**src/rtl/bst_pkg.sv**
```systemverilog
package bst_pkg;

  // Commands from the control FSM to the datapath, one cycle each
  typedef struct packed {
    logic load;    // capture code, start first wait
    logic reload;  // restart repeat interval
    logic count;   // decrement
    logic clear;   // burst gone: zero the counter
    logic fire;    // issue a strobe
  } ctlCmd_t;

  localparam int CODE_MAX = 9;

  // Waits in ns; codes above CODE_MAX saturate
  function automatic int firstNs(input int code);
    int c;
    c = (code > CODE_MAX) ? CODE_MAX : code;
    case (c)
      0: return 350;
      1: return 550;
      2: return 750;
      3: return 950;
      4: return 1350;
      5: return 1550;
      6: return 1750;
      7: return 2150;
      8: return 2950;
      default: return 3150;
    endcase
  endfunction

  function automatic int repeatNs(input int code);
    int c;
    c = (code > CODE_MAX) ? CODE_MAX : code;
    case (c)
      0: return 800;
      1: return 1200;
      2: return 1600;
      3: return 2000;
      4: return 2800;
      5: return 3200;
      6: return 3600;
      7: return 4400;
      8: return 6000;
      default: return 6400;
    endcase
  endfunction

endpackage

```
**src/rtl/bst_sync.sv**
```systemverilog
module bst_sync #(
  parameter int STAGES = 2
) (
  input  logic clk,
  input  logic rstN,
  input  logic din,
  output logic level,
  output logic rise
);
  logic [STAGES-1:0] chain;
  logic              prevLevel;

  generate
    for (genvar i = 0; i < STAGES; i++) begin : g_stage
      if (i == 0) begin : g_first
        always_ff @(posedge clk) begin
          if (!rstN) chain[0] <= 1'b0;
          else       chain[0] <= din;
        end
      end else begin : g_next
        always_ff @(posedge clk) begin
          if (!rstN) chain[i] <= 1'b0;
          else       chain[i] <= chain[i-1];
        end
      end
    end
  endgenerate

  always_ff @(posedge clk) begin
    if (!rstN) prevLevel <= 1'b0;
    else       prevLevel <= chain[STAGES-1];
  end

  assign level = chain[STAGES-1];
  assign rise  = chain[STAGES-1] & ~prevLevel;
endmodule

```
**src/rtl/bst_ctrl.sv**
```systemverilog
module bst_ctrl
  import bst_pkg::*;
(
  input  logic    clk,
  input  logic    rstN,
  input  logic    level,
  input  logic    rise,
  input  logic    cntZero,
  output ctlCmd_t cmd
);
  typedef enum logic {ST_IDLE, ST_RUN} state_t;
  state_t state, stateNxt;

  always_ff @(posedge clk) begin
    if (!rstN) state <= ST_IDLE;
    else       state <= stateNxt;
  end

  always_comb begin
    cmd      = '0;
    stateNxt = state;
    if (!level) begin
      cmd.clear = 1'b1;
      stateNxt  = ST_IDLE;
    end else if (state == ST_IDLE) begin
      if (rise) begin
        cmd.load = 1'b1;
        stateNxt = ST_RUN;
      end
    end else if (cntZero) begin
      cmd.reload = 1'b1;
      cmd.fire   = 1'b1;
    end else begin
      cmd.count = 1'b1;
    end
  end
endmodule

```
**src/rtl/bst_datapath.sv**
```systemverilog
module bst_datapath
  import bst_pkg::*;
#(
  parameter int CODE_W  = 4,
  parameter int CNT_W   = 7,
  parameter int TICK_NS = 50
) (
  input  logic              clk,
  input  logic              rstN,
  input  logic [CODE_W-1:0] rateCode,
  input  ctlCmd_t           cmd,
  output logic              cntZero,
  output logic              strobe
);
  logic [CNT_W-1:0]  cnt;
  logic [CODE_W-1:0] codeHeld;
  logic [CNT_W-1:0]  firstLoad, repeatLoad;

  assign firstLoad  = CNT_W'(firstNs(int'(rateCode)) / TICK_NS - 1);
  assign repeatLoad = CNT_W'(repeatNs(int'(codeHeld)) / TICK_NS - 1);
  assign cntZero    = (cnt == '0);

  always_ff @(posedge clk) begin
    if (!rstN) begin
      cnt      <= '0;
      codeHeld <= '0;
      strobe   <= 1'b0;
    end else begin
      strobe <= cmd.fire;
      if (cmd.clear) begin
        cnt <= '0;
      end else if (cmd.load) begin
        cnt      <= firstLoad;
        codeHeld <= rateCode;
      end else if (cmd.reload) begin
        cnt <= repeatLoad;
      end else if (cmd.count) begin
        cnt <= cnt - 1'b1;
      end
    end
  end
endmodule

```
**src/rtl/bst_sample_timer.sv**
```systemverilog
module bst_sample_timer
  import bst_pkg::*;
#(
  parameter int CODE_W      = 4,
  parameter int CNT_W       = 7,
  parameter int SYNC_STAGES = 2,
  parameter int TICK_NS     = 50
) (
  input  logic              clk,
  input  logic              rstN,
  input  logic              burstEn,
  input  logic [CODE_W-1:0] rateCode,
  output logic              strobe
);
  logic    enLevel, enRise, cntZero;
  ctlCmd_t cmd;

  bst_sync #(.STAGES(SYNC_STAGES)) u_sync (
    .clk(clk), .rstN(rstN), .din(burstEn), .level(enLevel), .rise(enRise)
  );

  bst_ctrl u_ctrl (
    .clk(clk), .rstN(rstN), .level(enLevel), .rise(enRise),
    .cntZero(cntZero), .cmd(cmd)
  );

  bst_datapath #(.CODE_W(CODE_W), .CNT_W(CNT_W), .TICK_NS(TICK_NS)) u_dp (
    .clk(clk), .rstN(rstN), .rateCode(rateCode), .cmd(cmd),
    .cntZero(cntZero), .strobe(strobe)
  );
endmodule

```
**config.mk**
```make
export PLATFORM = sky130hd
export DESIGN_NAME = bst_sample_timer
export DESIGN_NICKNAME = d
export VERILOG_FILES = /design/src/rtl/bst_pkg.sv /design/src/rtl/bst_sync.sv /design/src/rtl/bst_ctrl.sv /design/src/rtl/bst_datapath.sv /design/src/rtl/bst_sample_timer.sv
export SDC_FILE = /design/constraint.sdc
export NUM_CORES = 1
export LEC_CHECK = 0
export ABC_CLOCK_PERIOD_IN_PS = 8840
export BUFFER_PORTS_ARGS = -buffer_cell sky130_fd_sc_hd__buf_4
export CORE_MARGIN = 2
export CORE_UTILIZATION = 37
export DETAILED_ROUTE_END_ITERATION = 6
export SLEW_MARGIN = 20
export SYNTH_ARGS = -nofsm -noshare
export SYNTH_HDL_FRONTEND = slang
export SYNTH_SLANG_ARGS = --single-unit
```
**constraint.sdc**
```tcl
create_clock -name clk -period 8.84 [get_ports clk]
set_clock_uncertainty 0.1 [all_clocks]
set_input_delay 2.652 -clock clk [delete_from_list [all_inputs] [get_ports clk]]
set_output_delay 2.652 -clock clk [all_outputs]
set_load 0.03 [all_outputs]
```
# After elaboration in Yosys (flattened, before gate mapping)
# Memories as Yosys holds them, arrays and structs flattened.
# Index checks and enable logic that the tools add are counted.
# W data, S select, Z words.
# word_totals
rom_bits,288
mem_bits_rw,0
latch_bits,0
memories,2
ff_bits,16
inputBits,7
# memory_table
memory,depth,word_bits,rd,rd_ports_with_merged_regs,write_ports,line,text
(no name shown),16,9,1,0,0,bst_pkg.sv:35,case (c)
(no name shown),16,9,1,0,0,bst_pkg.sv:18,case (c)
# op_classes
mul,0
shifts,0
bitwise,2
eq_ne,0
div,2
add_sub_neg,3
mux,14
n_lt_le_gt_ge,2
reduce_logical,7
# ops
op,count
$div A32 B7 Y32 const B,2
$mux W32,2
$logic_not A28 Y1 const A,2
$mux W7,3
$sub A7 B2 Y7 const B,2
$gt A4 B4 Y1 const B,2
$mux W4,2
$logic_not A7 Y1,1
$sub A7 B1 Y7 const B,1
$mux W1,5
$reduce_and A2 Y1,2
$mux W3,1
$reduce_and A3 Y1,1
$reduce_bool A3 Y1,1
$mux W2,1
$and A1 B1 Y1,1
$not A1 Y1,1

# Logic depth before layout (Yosys ltp)
# logic_depth
depth_word,8
ltp_mapped,46
ltp_nobuf,42

# Hierarchy
# Synthesis repeated with hierarchy kept, for this count alone.
# unflattened
hier_cells,542
area_unflattened_um2,4032.6
# by_module_without_submodules
module,cells_per_inst,area_per_inst_um2,n_inst
bst_datapath,528,3875.0,1
bst_sync,7,92.6,1
bst_ctrl,7,65.1,1

# Worst setup path before layout
# No wires, ideal clock.
# synth_timing
path_kind,flip-flop to flip-flop
from,register u_dp.codeHeld[2]
to,register u_dp.cnt[4]
synth_period_minus_slack_ns,8.319
path_slack_ns,0.521
path_stages_with_launch,45
n_path_buf,3
required_time_ns,8.670
t_arrival_ns,8.149
path_cell_list,dfxtp_1 -> buf_6 -> clkbuf_1 -> nor2_1 -> o21a_1 -> ha_1 -> nor2b_1 -> o31a_1 -> a41oi_1 -> ha_1 -> and4bb_2 -> o22ai_1 -> a22o_1 -> buf_6 -> o32ai_4 -> o2111ai_2 -> o311ai_4 -> nand2_1 -> (+9 left out) -> a31oi_1 -> nand2b_1 -> o21ai_2 -> inv_2 -> ha_1 -> inv_1 -> nor2_1 -> a311o_1 -> o32ai_1 -> nand2_1 -> inv_1 -> ha_1 -> inv_1 -> nor3_1 -> xnor2_1 -> o211ai_1 -> nand3_1 -> a21oi_1
# synth_between
elab_chain_len,8
# synth_rtl
item,line,text
start: declaration,bst_datapath.sv:16,logic [CODE_W-1:0] codeHeld;
start signal: assignment,bst_datapath.sv:34,codeHeld <= rateCode;
$gt A4 B4 Y1,bst_pkg.sv:34,c = (code > CODE_MAX) ? CODE_MAX : code;
$mux W4 (*),bst_pkg.sv:34,
$mem_v2 Z16 W9 (*),n/a,
$mux W32 (*),bst_pkg.sv:35,
$div A32 B7 Y32 (*),bst_datapath.sv:20,assign repeatLoad = CNT_W'(repeatNs(int'(codeHeld)) / TICK_NS - 1);
$sub A7 B2 Y7 (*),bst_datapath.sv:20,
$mux W7 (*),bst_datapath.sv:35,end else if (cmd.reload) begin
$mux W7 (*),bst_datapath.sv:32,end else if (cmd.load) begin
end signal: assignment,bst_datapath.sv:33,cnt <= firstLoad;
end signal: assignment,bst_datapath.sv:36,cnt <= repeatLoad;
end signal: assignment,bst_datapath.sv:38,cnt <= cnt - 1'b1;
end: declaration,bst_datapath.sv:15,logic [CNT_W-1:0] cnt;
# Mark *: on every way between the ends. The rest lies on a longest branch, timed or not.
# A chain may end at the register's enable or synchronous reset.

# Final worst setup path
# layout_timing
from,input port rateCode[3]
to,register u_dp.cnt[2]
# layout_between
elab_chain_len,7
# layout_rtl
item,line,text
start: declaration,bst_sample_timer.sv:12,"input logic [CODE_W-1:0] rateCode,"
$gt A4 B4 Y1,bst_pkg.sv:17,c = (code > CODE_MAX) ? CODE_MAX : code;
$mux W4 (*),bst_pkg.sv:17,
$mem_v2 Z16 W9 (*),n/a,
$mux W32 (*),bst_pkg.sv:18,
$div A32 B7 Y32 (*),bst_datapath.sv:19,assign firstLoad = CNT_W'(firstNs(int'(rateCode)) / TICK_NS - 1);
$sub A7 B2 Y7 (*),bst_datapath.sv:19,
$mux W7 (*),bst_datapath.sv:32,
# Marked as above.

==> run_results.csv <==
group,metric,value,unit
setup_path,cp-start-kind,"primary input",
placement,place_congestion,0.910,
finish,fin_area,4550,sq um
routing,drcViolationCount,0,
routing,totalWireLength,11500,microns
routing,drt_iter0_markers,251,
pwr,powerDensity,223,nW/um^2
timing,final.setup.tns,0,ns
pwr,total_leakage_power,1.75,nW
finish,syn2layout_area_growth,12.7,%
yosys,syn_area_per_cell,7.15,sq um
floorplan,rows,38,
routing,vias,4431,
placement,dp_slack,-0.133,ns
timing,setup_viol,0,
finish,final_common_cell,"nand2_1",
placement,hpwlAfterDp,8780,microns
finish,antenna_cells,0,
yosys,synth_cell_types,103,
clock_network,cts_tree,"built",
setup_path,endpoint_kind,"register",
finish,final_cells,726,
clock_network,cts_buffer_depth,2,
timing,finalHoldViolations,0,
routing,wl_per_cell,15.8,microns
timing,slew_headroom,0.543,
global_routing,grt_max_degree,29,
pwr,irDropWorstVdd,134,uV
clock_network,cts-htree-levels,1,
setup_path,critPathArrivalTime,8.57,ns
finish,final_cell_mix,"nand2_1 (60), a21oi_1 (39), nor2_1 (39)",
setup_path,crit_required,8.91,ns
floorplan,core_area,10700,sq um
clock_network,cts_made_buffers,3,
floorplan,die_h,109,microns
timing,fmax,118,MHz
setup_path,cpPeakStageDelay,0.51,ns
yosys,async_flop_share,0,
floorplan,ioPinCount,8,
clock_network,ctsRootBufferMaster,"clkbuf_8",
setup_path,slowest_stage,"or4b_1",
yosys,syn_inst,565,
yosys,synth_flop_cell,"dfxtp_1",
yosys,yosysWarnings,0,
routing,drt_first_pass_iters,7,
global_routing,grt_overflow,0,
yosys,syn_area,4040,sq um
global_routing,grt_use_total,0.189,
global_routing,grt_pass1_wl,18700,microns
timing,fin_crit,8.50,ns
setup_path,crit_chain,"buf_4 -> clkinvlp_4 -> nand2_1 -> inv_1 -> ha_1 -> and2_1 -> or2_2 -> o41ai_2 -> and2_1 -> o221ai_1 -> a211oi_1 -> nor3_1 -> or4b_1 -> o211a_1 -> and2_1 -> a221o_1 -> ha_1 -> or4_1 -> a32oi_1 -> ha_1 -> xor2_1 -> a21oi_1 -> a211oi_1",
clock_network,cts_hold_buffers,0,
job,maxCapViolCount,0,
timing,fin_ws,0.342,ns
global_routing,grt_pass1_vias,4013,
timing,tightestPinTransition,0.677,ns
timing,maxSlewViolCount,0,
floorplan,initial_core_util,0.376,
yosys,yosysSeqAreaShare,0.0793,
global_routing,grt_antenna_before_repair,0,
clock_network,cts.sinks,16,
clock_network,clk_pin_slew,0.06,ns
setup_path,cp_top_family,"compound AO/OA/AOI/OAI gates",
finish,drive_gt1_frac,0.177,
min_path,min_path_type,"reg2reg",
finish,nNetsFinal,616,
yosys,synth_nets,594,
placement,port_buffers,7,
timing,finalCritPeriodShare,0.961,
placement,dp_cells,717,
yosys,synth_seq_cells,16,
routing,drt.antenna.violating_nets,0,
status,status,"finished clean",
clock_network,clkLatencyLatePin,0.25,ns
yosys,synth-edff-count,0,
placement,dpl-instance-area,4350,sq um
setup_path,crit_fanout,24,
floorplan,fp.dieW,109,microns
routing,viasPerCell,6.10,
pwr,fin_total_pwr,1.01,mW
setup_path,critical_path_class,"in2reg",
floorplan,fp.dieArea,11800,sq um
setup_path,critical_path_buf_inv_count,3,
## final cells by class
type / count / area (sq um)
fill: 1090 / 6190
multi-input combinational: 501 / 3620
sequential: 16 / 320
timing repair buffer: 37 / 278
tap: 140 / 175
inverter: 28 / 109
clock buffer: 4 / 55.1
## through the flow
stage,hold WS [ns],util
after global placement,0.325,0.404
after detailed placement,0.325,0.404
after floorplan,0.312,-
after CTS,0.351,0.410
final,0.348,0.424
after global routing,0.385,0.424
## sequential cells by signal, indices dropped and copies added (netlist names)
signal / count
u_ctrl.state: 1
u_dp.cnt: 7
u_dp.codeHeld: 4
u_dp.strobe: 1
u_sync.chain: 1
u_sync.level: 1
u_sync.prevLevel: 1
## final timing paths
check / slack (ns) / end / from / cells after the start
hold / removal: 0.35 / u_sync.level$_SDFF_PN0_ / u_sync.chain[0]$_SDFF_PN0_ / 1
hold reg to reg: 0.35 / u_sync.level$_SDFF_PN0_ / u_sync.chain[0]$_SDFF_PN0_ / 1
setup / recovery: 0.34 / u_dp.cnt[2]$_SDFFE_PN0P_ / rateCode[3] / 23
setup reg to reg: 0.55 / u_dp.cnt[4]$_SDFFE_PN0P_ / u_dp.codeHeld[0]$_SDFFE_PN0P_ / 44
## layer usage
| metal | global-route usage | share of wire |
|---|---|---|
| met5 | 0 | 0 |
| met4 | 0.0440 | 0.013 |
| met3 | 0.0157 | 0.038 |
| met2 | 0.332 | 0.49 |
| met1 | 0.249 | 0.46 |
## Yosys cell counts, types with 6 or more instances
cell / n / area (sq um)
o21a_1: 9 / 67.6
nor3_1: 22 / 110
dfxtp_1: 16 / 320
xnor2_1: 17 / 149
xor2_1: 9 / 78.8
nor2_1: 42 / 158
o31a_1: 7 / 61.3
nand3_1: 16 / 80.1
o31ai_1: 7 / 52.6
nor4_1: 7 / 43.8
o21ai_0: 32 / 160
o22ai_1: 6 / 37.5
and2_1: 14 / 87.6
nand2b_1: 11 / 68.8
a21oi_1: 39 / 195
a211oi_1: 12 / 90.1
clkbuf_1: 8 / 30.0
ha_1: 22 / 275
inv_1: 25 / 93.8
nand2_1: 60 / 225
a21o_1: 7 / 52.6
nor2b_1: 18 / 113
o211ai_1: 6 / 45.0
## cell families after synthesis
group           share of synthesized area
compound gates                      0.403
xor+xnor                           0.0740
simple gates                        0.298
fa+ha+maj                          0.0706
flops                              0.0793
mux                                0.0217
buf+inv                            0.0536
## timing repair
| action | 4_1_cts | 5_1_grt |
|---|---|---|
| resized for setup | 0 | 22 |
| buffers inserted | 0 | 5 |
| endpoints found under the hold margin | 0 | 0 |
| setup endpoints to repair | 0 | 4 |
## where the power goes
group / leakage [nW] / internal, mW / switching, mW / total, mW
registers: 0.130 / 0.0736 / 0.00108 / 0.0747
logic: 1.59 / 0.366 / 0.508 / 0.874
clock network: 0.0288 / 0.0396 / 0.0261 / 0.0657
total: 1.75 / 0.480 / 0.535 / 1.01
## worst reg2reg max path, delay by kind of cell (launching register included)
family | cells | cell delay [ns]
AND/OR/NAND/NOR | 13 | 2.14
adder cells (fa/ha/maj) | 6 | 1.34
buffers and inverters | 8 | 0.86
AO/OA/AOI/OAI | 14 | 2.82
multiplexers | 1 | 0.32
XOR/XNOR | 2 | 0.32
flip-flops | 1 | 0.31
No activity file was read; power rests on OpenSTA's default activity.
